File: config.mk
export PLATFORM = sky130hd
export DESIGN_NAME = cam_slice
export DESIGN_NICKNAME = d
export VERILOG_FILES = /design/src/rtl/cam_slice_pkg.sv /design/src/rtl/cam_store.sv /design/src/rtl/cam_prio.sv /design/src/rtl/cam_seq.sv /design/src/rtl/cam_slice.sv
export SDC_FILE = /design/constraint.sdc
export NUM_CORES = 1
export LEC_CHECK = 0
export BUFFER_PORTS_ARGS = -buffer_cell sky130_fd_sc_hd__buf_2
export CORE_UTILIZATION = 50
export CTS_BUF_LIST = sky130_fd_sc_hd__clkbuf_16
export DETAILED_ROUTE_END_ITERATION = 16
export GPL_TIMING_DRIVEN = 0
export PLACE_DENSITY = 0.68
export SLEW_MARGIN = 30
export SYNTH_ARGS = -nofsm -noshare
export SYNTH_HDL_FRONTEND = slang
export SYNTH_SLANG_ARGS = --single-unit
export TNS_END_PERCENT = 5
File: constraint.sdc
create_clock -name clk -period 18.05 [get_ports clk]
set_clock_uncertainty 0.15 [all_clocks]
set_input_delay 0.9025 -clock clk [delete_from_list [all_inputs] [get_ports clk]]
set_output_delay 0.9025 -clock clk [all_outputs]
set_load 0.03 [all_outputs]
File: src/rtl/cam_slice_pkg.sv
package cam_slice_pkg;

    typedef enum logic [1:0] {
        CMD_CMP  = 2'b00,
        CMD_WR   = 2'b01,
        CMD_HPMW = 2'b10,
        CMD_HPMR = 2'b11
    } cmd_e;

    typedef enum logic [2:0] {
        ST_IDLE,
        ST_CMP,
        ST_WR,
        ST_HPMW,
        ST_HPMR
    } st_e;

endpackage

File: src/rtl/cam_store.sv
module cam_store #(
    parameter int ENTRIES = 16,
    parameter int WIDTH   = 32,
    localparam int AW     = $clog2(ENTRIES)
) (
    input  logic               clk,
    input  logic               rst_n,
    input  logic               wr_en,
    input  logic [AW-1:0]      wr_idx,
    input  logic [WIDTH-1:0]   wr_word,
    input  logic               wr_vld,
    input  logic [WIDTH-1:0]   key,
    input  logic [AW-1:0]      rd_idx,
    output logic [ENTRIES-1:0] hit_now,
    output logic [WIDTH-1:0]   rd_word
);

    logic [WIDTH-1:0]   mem_q [ENTRIES];
    logic [ENTRIES-1:0] valid_q;

    always_ff @(posedge clk or negedge rst_n) begin
        if (!rst_n) begin
            valid_q <= '0;
        end else if (wr_en) begin
            valid_q[wr_idx] <= wr_vld;
        end
    end

    always_ff @(posedge clk) begin
        if (wr_en) begin
            mem_q[wr_idx] <= wr_word;
        end
    end

    for (genvar g = 0; g < ENTRIES; g++) begin : g_cmp
        assign hit_now[g] = valid_q[g] && (mem_q[g] == key);
    end

    assign rd_word = mem_q[rd_idx];

endmodule

File: src/rtl/cam_prio.sv
module cam_prio #(
    parameter int ENTRIES = 16,
    localparam int AW     = $clog2(ENTRIES)
) (
    input  logic [ENTRIES-1:0] hits,
    output logic               any_hit,
    output logic               one_hit,
    output logic               many_hit,
    output logic [AW-1:0]      idx
);

    logic [1:0] cnt;

    always_comb begin
        idx = '0;
        cnt = '0;
        for (int i = ENTRIES - 1; i >= 0; i--) begin
            if (hits[i]) idx = AW'(i);
        end
        for (int i = 0; i < ENTRIES; i++) begin
            if (hits[i] && cnt != 2'd2) cnt = cnt + 2'd1;
        end
    end

    assign any_hit  = |hits;
    assign one_hit  = (cnt == 2'd1);
    assign many_hit = (cnt == 2'd2);

endmodule

File: src/rtl/cam_seq.sv
module cam_seq
    import cam_slice_pkg::*;
#(
    parameter int ENTRIES = 16,
    parameter int WIDTH   = 32,
    localparam int AW     = $clog2(ENTRIES)
) (
    input  logic               clk,
    input  logic               rst_n,
    input  logic               ce_n,
    input  logic               cs_n,
    input  logic [1:0]         cmd,
    input  logic [WIDTH-1:0]   wr_data,
    input  logic [AW-1:0]      addr_in,
    input  logic               wr_vld,
    input  logic               match_in_n,
    input  logic [ENTRIES-1:0] hit_now,
    input  logic               hpm_any,
    input  logic [AW-1:0]      hpm_idx,
    output st_e                state_q,
    output logic [ENTRIES-1:0] hit_q,
    output logic [WIDTH-1:0]   key_q,
    output logic               wr_en,
    output logic [AW-1:0]      wr_idx,
    output logic [WIDTH-1:0]   wr_word,
    output logic               wr_vld_o
);

    st_e           state_d;
    logic [AW-1:0] addr_q;
    logic          vld_q;
    logic          cs_n_q;
    logic          hit_load;

    // Next state
    always_comb begin
        state_d = state_q;
        unique case (state_q)
            ST_IDLE: begin
                if (!ce_n) begin
                    unique case (cmd_e'(cmd))
                        CMD_CMP:  state_d = ST_CMP;
                        CMD_WR:   state_d = ST_WR;
                        CMD_HPMW: state_d = ST_HPMW;
                        CMD_HPMR: state_d = ST_HPMR;
                        default:  state_d = ST_IDLE;
                    endcase
                end
            end
            ST_CMP, ST_WR, ST_HPMW, ST_HPMR: begin
                if (ce_n) state_d = ST_IDLE;
            end
            default: state_d = ST_IDLE;
        endcase
    end

    // State register and cycle latches
    always_ff @(posedge clk or negedge rst_n) begin
        if (!rst_n) begin
            state_q <= ST_IDLE;
            hit_q   <= '0;
            key_q   <= '0;
            addr_q  <= '0;
            vld_q   <= 1'b0;
            cs_n_q  <= 1'b1;
        end else begin
            state_q <= state_d;
            if (state_q == ST_IDLE && !ce_n) begin
                key_q  <= wr_data;
                addr_q <= addr_in;
                vld_q  <= wr_vld;
                cs_n_q <= cs_n;
            end
            if (hit_load) hit_q <= hit_now;
        end
    end

    // Commit outputs
    always_comb begin
        hit_load = 1'b0;
        wr_en    = 1'b0;
        wr_idx   = addr_q;
        wr_word  = key_q;
        wr_vld_o = vld_q;
        if (ce_n) begin
            unique case (state_q)
                ST_CMP: hit_load = 1'b1;
                ST_WR:  wr_en = !cs_n_q;
                ST_HPMW: begin
                    wr_en    = !cs_n_q && match_in_n && hpm_any;
                    wr_idx   = hpm_idx;
                    wr_vld_o = 1'b1;
                end
                default: ;
            endcase
        end
    end


    hold_while_enabled_chk: assert property (@(posedge clk) disable iff (!rst_n)
        !ce_n |=> $stable(hit_q));

endmodule

File: src/rtl/cam_slice.sv
module cam_slice
    import cam_slice_pkg::*;
#(
    parameter int ENTRIES = 16,
    parameter int WIDTH   = 32,
    localparam int AW     = $clog2(ENTRIES)
) (
    input  logic             clk,
    input  logic             rst_n,
    input  logic             ce_n,
    input  logic             cs_n,
    input  logic             oe_n,
    input  logic [1:0]       cmd,
    input  logic [WIDTH-1:0] wr_data,
    input  logic [AW-1:0]    addr_in,
    input  logic             wr_vld,
    input  logic             match_in_n,
    output logic             match_out_n,
    output logic             mult_out_n,
    output logic [WIDTH-1:0] bus_data,
    output logic [AW-1:0]    bus_addr,
    output logic             bus_oe
);

    st_e                state_q;
    logic [ENTRIES-1:0] hit_q;
    logic [ENTRIES-1:0] hit_now;
    logic [WIDTH-1:0]   key_q;
    logic               wr_en;
    logic [AW-1:0]      wr_idx;
    logic [WIDTH-1:0]   wr_word;
    logic               wr_vld_i;
    logic               any_hit, one_hit, many_hit;
    logic [AW-1:0]      hpm_idx;
    logic [WIDTH-1:0]   rd_word;

    cam_seq #(.ENTRIES(ENTRIES), .WIDTH(WIDTH)) u_seq (
        .clk(clk), .rst_n(rst_n), .ce_n(ce_n), .cs_n(cs_n), .cmd(cmd),
        .wr_data(wr_data), .addr_in(addr_in), .wr_vld(wr_vld),
        .match_in_n(match_in_n), .hit_now(hit_now), .hpm_any(any_hit),
        .hpm_idx(hpm_idx), .state_q(state_q), .hit_q(hit_q), .key_q(key_q),
        .wr_en(wr_en), .wr_idx(wr_idx), .wr_word(wr_word), .wr_vld_o(wr_vld_i)
    );

    cam_store #(.ENTRIES(ENTRIES), .WIDTH(WIDTH)) u_store (
        .clk(clk), .rst_n(rst_n), .wr_en(wr_en), .wr_idx(wr_idx),
        .wr_word(wr_word), .wr_vld(wr_vld_i), .key(key_q), .rd_idx(hpm_idx),
        .hit_now(hit_now), .rd_word(rd_word)
    );

    cam_prio #(.ENTRIES(ENTRIES)) u_prio (
        .hits(hit_q), .any_hit(any_hit), .one_hit(one_hit),
        .many_hit(many_hit), .idx(hpm_idx)
    );

    assign match_out_n = !(!match_in_n || any_hit);
    assign mult_out_n  = !((match_in_n && many_hit) || (!match_in_n && one_hit));
    assign bus_oe      = (state_q == ST_HPMR) && !oe_n && !cs_n && match_in_n && any_hit;
    assign bus_data    = bus_oe ? rd_word : '0;
    assign bus_addr    = bus_oe ? hpm_idx : '0;


    chain_pass_chk: assert property (@(posedge clk) disable iff (!rst_n)
        !match_in_n |-> !match_out_n);


    mult_implies_match_chk: assert property (@(posedge clk) disable iff (!rst_n)
        !mult_out_n |-> !match_out_n);


    drive_gate_chk: assert property (@(posedge clk) disable iff (!rst_n)
        bus_oe |-> (match_in_n && !oe_n && !cs_n && !match_out_n));


    drive_single_chk: assert property (@(posedge clk) disable iff (!rst_n)
        !match_in_n |-> !bus_oe);

endmodule

# Word level (Yosys, flattened, before mapping)
# Memories as Yosys holds them, arrays and structs flattened.
# Cells that the tools add are included.
# word_totals
ramBits	512
register_bits	73
inputBits	45
mem_count	1
romBits	0
latch_bits	0
# mem_list
memory	depth	word_bits	rd	rd_clocked_by_memory_dff	write_ports	line_no	text
u_store.mem_q	16	32	17	0	1	cam_store.sv:18	logic [WIDTH-1:0] mem_q [ENTRIES];
# classes
n_mux	51
n_addsub	15
multipliers	0
n_eq_ne	42
magnitude_cmp	2
bitwise_logic	0
div_mod_pow	0
shift	0
reduce_logical	55
# ops
op	n
32-bit equality test	16
4-bit 2-to-1 mux	19
1-bit logical AND	41
32-bit 2-to-1 mux	1
2-bit != test, second input constant	16
2-bit 2-to-1 mux	15
2-bit by 1-bit adder with 2-bit output, second input constant	14
16-bit bitwise mux	1
16-bit OR reduction	1
3-bit one-hot mux with 4 select lines	1
1-bit 2-to-1 mux	9
1-bit logical NOT	7
2-bit equality test, second input constant	3
3-bit by 2-bit equality test with 1-bit output, second input constant	2
3-bit 2-to-1 mux	2
3-bit one-hot mux with 2 select lines	1
4-bit by 5-bit less-than comparator with 1-bit output, second input constant	1
1-bit demux with 4-bit select	1
2-bit by 1-bit equality test with 1-bit output, second input constant	2
4-bit by 1-bit >= comparator with 1-bit output, second input constant	1
4-bit OR reduction	1
3-bit by 1-bit equality test with 1-bit output, second input constant	1
3-bit equality test, second input constant	1
3-bit logical NOT	1
6 further kinds	7

# Depth between registers and ports, before layout
# Gate-level depths: netlist of the first run.
# logic_depth
depth_word	50
mapped_depth	58
mapped_depth_nobuf	58

# By module
# Synthesis of the first run repeated with hierarchy kept, for this count alone.
# hier_totals
hier_cells	2029
area_unflattened_um2	30053.8
# modules_own_cells
module	cells_each	seq_area_each_um2	instances	area_per_inst_um2
cam_store	1607	15775.1	1	25724.7
cam_seq	172	1427.6	1	2566.2
cam_prio	200	0.0	1	1343.8
cam_slice	50	0.0	1	419.2

# Worst setup path before layout of the first run
# No wires, ideal clock.
# synth_path
path_kind	register -> output
startpoint	register u_seq.hit_q[0]
endpoint	output port mult_out_n
stages_incl_launch_ff	50
setup_slack_ns	6.409
arrival_ns	10.589
n_path_buf	0
required_time_ns	16.998
cell_sequence	dfrtp_1 inv_1 ha_1 xor2_4 ha_1 and2b_4 a211o_1 and2_1 ha_1 nand2b_1 xnor3_2 ha_1 nor2_1 a311o_1 and2_1 ha_1 nand2b_1 xnor3_2 [14 not listed] xnor3_2 ha_1 nor2b_1 xor2_2 ha_1 nand2b_1 nand3_1 nand3_1 inv_1 ha_1 nand2b_1 mux2i_1 ha_1 nand2b_1 xor3_1 ha_1 and3_1 o32ai_1
# synth_via
elab_chain_cells	50
word_cells_on_any_way	67
# synth_lines
element	line_no	text
from (decl)	cam_seq.sv:21	output logic [ENTRIES-1:0] hit_q,
from (signal assigned)	cam_seq.sv:74	if (hit_load) hit_q <= hit_now;
1-bit 2-to-1 mux (*)	cam_prio.sv:21	if (hits[i] && cnt != 2'd2) cnt = cnt + 2'd1;
1-bit by 2-bit != test with 1-bit output	cam_prio.sv:21	
1-bit logical AND	cam_prio.sv:21	
2-bit 2-to-1 mux (*)	cam_prio.sv:21	
branches (longest 2 deep; another with 2-bit by 1-bit adder with 2-bit output)	-	
2-bit 2-to-1 mux (*)	cam_prio.sv:21	
branches (longest 2 deep; another with 2-bit by 1-bit adder with 2-bit output)	-	
2-bit 2-to-1 mux (*)	cam_prio.sv:21	
[30 not listed]	-	
branches (longest 2 deep; another with 2-bit by 1-bit adder with 2-bit output)	-	
2-bit 2-to-1 mux (*)	cam_prio.sv:21	
branches (longest 2 deep; another with 2-bit by 1-bit adder with 2-bit output)	-	
2-bit 2-to-1 mux (*)	cam_prio.sv:21	
2-bit equality test / 2-bit by 1-bit equality test with 1-bit output (equally long branches)	cam_prio.sv:27, cam_prio.sv:26	
1-bit logical AND	cam_slice.sv:57	assign mult_out_n = !((match_in_n && many_hit) || (!match_in_n && one_hit));
1-bit logical OR (*)	cam_slice.sv:57	
1-bit logical NOT (*)	cam_slice.sv:57	
to (decl)	cam_slice.sv:19	output logic mult_out_n,
# Mark *: on every way between the ends.

# Worst setup path in the final report of the first run
# Ends and elaborated chain as after synthesis.

==> impl_results.md, run 1 <==
* Overall Global Routing Usage at 38.7%
* Leakage power at 11.6 nW
* Placed Area at 31700 sq um
* Net total in the final layout at 2462
* Area of the multi-input gates at 11700 sq um
* Post-Synthesis Cells at 2222
* Final Hold Violating Endpoints at 0
* CTS Sinks at 585
* Worst hold path class: in2reg
* Sw power at 1.45 mW
* Main combinational cell family by area after synthesis: XOR/XNOR gates
* DRC viols at 0
* Power per Cell Area at 119 nW/um^2
* Drt pass-1 iters at 7
* H-Tree Depth at 2
* Yosys top cell area share at 52.2%
* Critical Path Fanout Max at 5
* Setup TNS at 0 ns
* Synth Area in Simple Gates at 9.01%
* Leading area contributor after synthesis: edfxtp_1
* Tmin final at 13.08 ns
* Post-CTS Setup Bufs at 0
* Register-to-Register Setup Slack at 13.51 ns
* Crit end category: output port
* Area growth syn-to-layout at 14.1%
* Post-Place Cells at 3099
* Max rail drop VDD at 0.0000915 V
* # setup viols final at 0
* Layout cell share with drive strength beyond 1 at 14.3%
* Synth warnings at 0
* Global-route wire length before repair at 158000 um
* Die ar. at 59900 sq um
* Initial antenna violation count at 1
* Final non-filler cell total at 3216
* Logic gate share of total power at 26.4%
* Fmax at 76.4 MHz
* Initial drt markers at 3616
* Seq/Total Area, Yosys at 58.4%
* Post-synth cell types at 55
* Register area at 17200 sq um
* CTS clock-pin slew for the worst setup and hold paths at 0.06 ns
* Post-DRT Antenna Nets at 0
* Status: complete, no violations
* Commonest cells after routing, fill and taps aside: 512 x edfxtp_1, 359 x xor2_1, 184 x nand2_1, 155 x xnor2_1, 133 x clkbuf_1
* RSZ-0062 raised after global routing: no
* Syn Std Cell Area at 29400 sq um
* Asr flop ratio synth at 12.5%
* CTS resizes at 0
* FP Rows at 88
* Largest cells by area after synthesis: edfxtp_1 52%, xor2_1 11%, dfrtp_1 6.1%
* TritonCTS clock tree: built
* Wire per inst at 35.9 um
* Core area at 57900 sq um
* Adder-cell share of the synthesized area at 0.807%
* CTS max path bufs at 3
* Mux contribution to synthesized area at 6.80%
* Pin count of the biggest net entering global routing at 58
* Detailed placer's ending HPWL at 89400 um
* Hold path startpoint: addr_in[0]
* Setup CP Type: reg2out
* CTS root buffer: clkbuf_16
* Post-Route WL at 116000 um
* Global route overflow at 0
* Worst Tran Pin Value at 1.14 ns
* Reg2Reg Depth at 7
* Startpoint Class: register
* Reg power frac at 43.9%
* Avg Synthesized Cell Area at 13.2 sq um
* Slew headroom at 23.7%
* Reg-to-Reg End: u_store.mem_q[2][26]$_DFFE_PP_
* Post-synth top flop: edfxtp_1
* I/O pin total at 84
* Most frequent CP cell: ha_1
* Finished Cell Area at 33600 sq um
* Starting Density at 50.8%
* Vias in the first global route at 20547
* CP required at 17.00 ns
* Fill count at 4739
* Max incr delay on CP at 0.49 ns
* Crit share post-route at 72.5%
* Final core occ at 58.0%
* Post-layout power at 4.01 mW
* Min-Delay Endpoint: u_seq.addr_q[0]$_DFFE_PN0P_
* Slew Limit Fails at 0
* Die Height at 245 um
* Synth Register Bits at 585
* RePlAce Congestion at 1.06
* Max-cap violations at 0
* Post-Synth XOR/XNOR Area at 15.9%
* Internal Power at 2.55 mW
* Hold_buf cts at 1
* Syn nets at 2286
* Commonest non-fill, non-tap cell in the layout: edfxtp_1
* Worst-Skew Late Latency at 0.65 ns
* Post-synth EDFFs at 512
* Reg2reg start: u_seq.hit_q[4]$_DFFE_PN0P_
* Hold path depth at 3
* Number of I/O port buffers at 83
* Routed vias at 21627
* Clock power share at 29.7%
* Synth Area in Compound Gates at 6.84%
* Switching share of power at 36.3%
* Slowest CP cell: xnor3_2
* Via density at 6.72
* Die W at 245 um
* Cts bufs inserted at 61
* CP arrival at 12.03 ns
==> cells by family after synthesis <==
group,count (synthesis)
multiplexers,114
XOR/XNOR,522
AND/OR/NAND/NOR,518
flip-flops,585
adder cells (fa/ha/maj),19
AO/OA/AOI/OAI,291
buffers and inverters,173
==> worst max-delay path, delay by kind of cell (launching register included) <==
kind / cells / cell delay, ns
flip-flops: 1 / 0.42
AND/OR/NAND/NOR: 19 / 3.44
buffers and inverters: 3 / 0.43
adder cells (fa/ha/maj): 14 / 2.78
XOR/XNOR: 6 / 2.44
AO/OA/AOI/OAI: 9 / 1.71
multiplexers: 1 / 0.17
==> area by class of cell <==
class | count | area share [%]
sequential | 585 | 51.2
multi-input combinational | 1464 | 34.9
clock buffer | 61 | 4.55
timing repair buffer | 113 | 3.57
tap | 765 | 2.85
buffer | 153 | 1.78
clock inverter | 52 | 0.868
inverter | 20 | 0.224
antenna | 3 | 0.0224
==> per-layer routing <==
layer  wire length (um)  up-vias  part of all wire (%)  GRT usage, %
li1                   -     8664                     -             -
met1              41600    10851                    36          51.2
met2              50800     1760                    44          58.1
met3              13700      350                    12          6.80
met4               9490        2                   8.2          27.2
met5                 13        -                 0.011             0
==> through the flow <==
stage | hold WS [ns] | setup slack (ns)
CTS | 0.308 | 5.02
global route | 0.350 | 4.03
floorplan | 0.322 | 6.41
detailed placement | 0.352 | 5.73
global placement | 0.343 | 6.22
finish | 0.340 | 4.97
==> registers in the layout, summed over array words and instances, names as in the netlist <==
signal and cells:
u_store.mem_q 512, u_seq.hit_q 16, u_seq.vld_q 1, u_seq.state_q 3, u_seq.addr_q 4, u_seq.key_q 32, u_seq.cs_n_q 1, u_store.valid_q 16
==> synthesized netlist by cell type (all sizes together) (2+ instances only) <==
cell / number
a211oi: 66
a21o: 2
a21oi: 73
a221oi: 32
a22o: 2
a2bb2oi: 4
a311oi: 32
a31oi: 35
a32oi: 2
and2: 66
and3: 6
buf: 8
clkbuf: 145
dfrtp: 72
edfxtp: 512
ha: 19
inv: 20
mux2: 48
mux2i: 2
mux4: 64
nand2: 184
nand2b: 13
nand3: 26
nand4: 58
nor2: 32
nor2b: 5
nor3: 27
nor3b: 4
nor4: 92
o21ai: 17
o21bai: 5
o22ai: 2
o31ai: 13
or2: 2
xnor2: 156
xnor3: 4
xor2: 361
==> power groups by stage <==
stage	logic, mW	clock network [mW]	registers [mW]
after floorplan	0.567	0	1.70
after global placement	0.984	0	1.77
after detailed placement	1.00	0	1.77
after CTS	1.01	1.18	1.75
after global routing	1.07	1.23	1.76
final	1.06	1.19	1.76
==> worst max path at each step <==
stage	cells after the start	startpoint	slack (ns)	to
CTS	51	u_seq.hit_q[0]$_DFFE_PN0P_	5.02	mult_out_n
global placement	51	u_seq.hit_q[0]$_DFFE_PN0P_	6.22	mult_out_n
detailed placement	51	u_seq.hit_q[0]$_DFFE_PN0P_	5.73	mult_out_n
floorplan	49	u_seq.hit_q[0]$_DFFE_PN0P_	6.41	mult_out_n
global route	52	u_seq.hit_q[0]$_DFFE_PN0P_	4.03	mult_out_n
finish	52	u_seq.hit_q[0]$_DFFE_PN0P_	4.97	mult_out_n
Power figures use the tool's default switching activity.
==> inputs of run 2 (changes only) <==
==> constraint.sdc (replaced) <==
create_clock -name clk -period 12.6 [get_ports clk]
set_clock_uncertainty 0.15 [all_clocks]
set_input_delay 0.63 -clock clk [delete_from_list [all_inputs] [get_ports clk]]
set_output_delay 0.63 -clock clk [all_outputs]
set_load 0.03 [all_outputs]
==> impl_results.md, run 2 (same netlist as run 1, synthesis figures left out) <==
* Status: complete, no violations
* Overall Global Routing Usage at 38.7% (about the same)
* Max-cap violations at 0 (unchanged)
* Layout cell share with drive strength beyond 1 at 14.9% (+0.58 points)
* Worst Tran Pin Value at 1.15 ns (+0.00840 ns)
* Power per Cell Area at 171 nW/um^2 (+43%)
* Tmin final at 11.80 ns
* Area growth syn-to-layout at 14.4%
* Vias in the first global route at 20548 (+0.0049%)
* Cts bufs inserted at 61 (unchanged)
* Net total in the final layout at 2468 (+0.24%)
* CTS Sinks at 585 (unchanged)
* Die ar. at 59900 sq um (unchanged)
* Global route overflow at 0 (unchanged)
* Post-DRT Antenna Nets at 0 (unchanged)
* Max incr delay on CP at 0.44 ns (-0.05 ns)
* Max rail drop VDD at 0.000131 V (+43%)
* FP Rows at 88 (unchanged)
* Post-Route WL at 116000 um (+0.38%)
* CTS max path bufs at 3 (unchanged)
* Slew Limit Fails at 0 (unchanged)
* Most flop-heavy register: u_store.mem_q
* Wire per inst at 36.0 um (+0.19%)
* Slew headroom at 23.2% (-0.56 points)
* Worst-Skew Late Latency at 0.64 ns (about the same)
* Worst hold path class: in2reg
* Startpoint Class: register
* Placed Area at 31700 sq um (unchanged)
* RePlAce Congestion at 1.06 (unchanged)
* Routed vias at 21831 (+0.94%)
* Crit share post-route at 93.7%
* TritonCTS clock tree: built
* Fmax at 84.7 MHz
* Crit end category: output port
* Most frequent CP cell: ha_1
* Critical Path Fanout Max at 5 (unchanged)
* Max FFs per register at 512 (unchanged)
* Slowest CP cell: xor3_2
* Leakage power at 11.6 nW (+0.21%)
* # setup viols final at 0 (unchanged)
* Initial antenna violation count at 1 (unchanged)
* Core area at 57900 sq um (unchanged)
* H-Tree Depth at 2 (unchanged)
* Post-Place Cells at 3099 (unchanged)
* Number of I/O port buffers at 83 (unchanged)
* Commonest non-fill, non-tap cell in the layout: edfxtp_1
* I/O pin total at 84 (unchanged)
* Pin count of the biggest net entering global routing at 58 (unchanged)
* CTS clock-pin slew for the worst setup and hold paths at 0.06 ns (about the same)
* Largest registers: u_store.mem_q (512), u_seq.key_q (32)
* Setup CP Type: reg2out
* Final non-filler cell total at 3222 (+0.19%)
* Drt pass-1 iters at 7 (unchanged)
* Die Height at 245 um (unchanged)
* Final Hold Violating Endpoints at 0 (unchanged)
* CTS root buffer: clkbuf_16
* DRC viols at 0 (unchanged)
* Buffers & Inverters on Critical Path at 3 (unchanged)
* Largest delay contributor family on the critical path: simple AND/OR/NAND/NOR gates
* Starting Density at 50.8% (unchanged)
* Initial drt markers at 3754 (+3.8%)
* Global-route wire length before repair at 158000 um (about the same)
* Detailed placer's ending HPWL at 89400 um (unchanged)
* Commonest cells after routing, fill and taps aside: 512 x edfxtp_1, 359 x xor2_1, 184 x nand2_1, 154 x xnor2_1, 133 x clkbuf_1
* Finished Cell Area at 33700 sq um (+0.26%)
* Die W at 245 um (unchanged)
* CP arrival at 11.02 ns (-1.01 ns)
* CP required at 11.82 ns (-5.18 ns)
* Via density at 6.78 (+0.76%)
==> run 2: cell count changes in the layout (fill, tap and decap cells not counted), sizes merged <==
cell  delta
buf      +6
==> run 2: per-layer routing <==
layer | share of wire [%] | global-route usage, % | vias up | wire, um
li1 | - | - | 8681 | -
met1 | 36 | 51.2 | 10868 | 41300
met2 | 44 | 58.1 | 1900 | 50700
met3 | 12 | 6.80 | 380 | 14200
met4 | 8.5 | 27.2 | 2 | 9810
met5 | 0.011 | 0 | - | 13
==> run 2: report_power, final <==
part	internal [mW]	leakage [nW]	switching (mW)
Clock	0.930	0.959	0.771
Sequential	2.30	5.53	0.220
Combinational	0.431	5.13	1.10
Total	3.66	11.6	2.09
==> run 2: layout make-up <==
cell class,count,area (sq um)
fill,4728,24200
buffer,153,597
tap,765,957
clock buffer,61,1530
inverter,20,75.1
sequential,585,17200
antenna,3,7.51
clock inverter,52,292
multi-input combinational,1464,11800
timing repair buffer,119,1240
==> run 2: per-stage QoR <==
stage	util (%)	setup TNS, ns	power (mW)	hold slack, ns	worst slack [ns]
5_1_grt	58.1	-0.0170	5.83	0.0772	-0.0170
3_5_place_dp	54.8	0	3.98	0.352	0.548
3_3_place_gp	53.2	0	3.94	0.343	1.04
4_1_cts	57.9	0	5.64	0.0351	0.0610
2_1_floorplan	-	0	3.24	0.184	1.23
6_report	58.1	0	5.75	0.0713	0.799
==> run 2: path summary, 6_finish.rpt <==
check | start | to | slack, ns | depth (start not counted)
max in group asynchronous | rst_n | u_seq.key_q[25]$_DFFE_PN0P_ | 11.34 | 3
setup reg to reg | u_seq.hit_q[4]$_DFFE_PN0P_ | u_store.mem_q[2][26]$_DFFE_PP_ | 8.07 | 7
setup / recovery | u_seq.hit_q[0]$_DFFE_PN0P_ | mult_out_n | 0.80 | 53
min in group asynchronous | rst_n | u_store.valid_q[3]$_DFFE_PN0P_ | 0.27 | 2
hold reg to reg | u_store.valid_q[3]$_DFFE_PN0P_ | u_store.valid_q[3]$_DFFE_PN0P_ | 0.36 | 1
hold / removal | wr_data[28] | u_seq.key_q[28]$_DFFE_PN0P_ | 0.07 | 2
==> run 2: timing repair <==
action,in CTS,in global routing
endpoints found under the hold margin,16,0
pin swaps,0,6
gates resized for setup,2,10
hold buffers,1,0
endpoints found under the setup margin,1,1
setup buffers,0,6
==> run 2: worst reg2reg max path, stage by stage (launching register included) <==
cell and delay [ns]:
dfrtp_1 0.49, nor4_1 0.76, nand3_1 0.54, clkbuf_1 0.59, and3_1 0.39, o21ai_1 0.74, nor2_4 0.32, buf_16 0.27
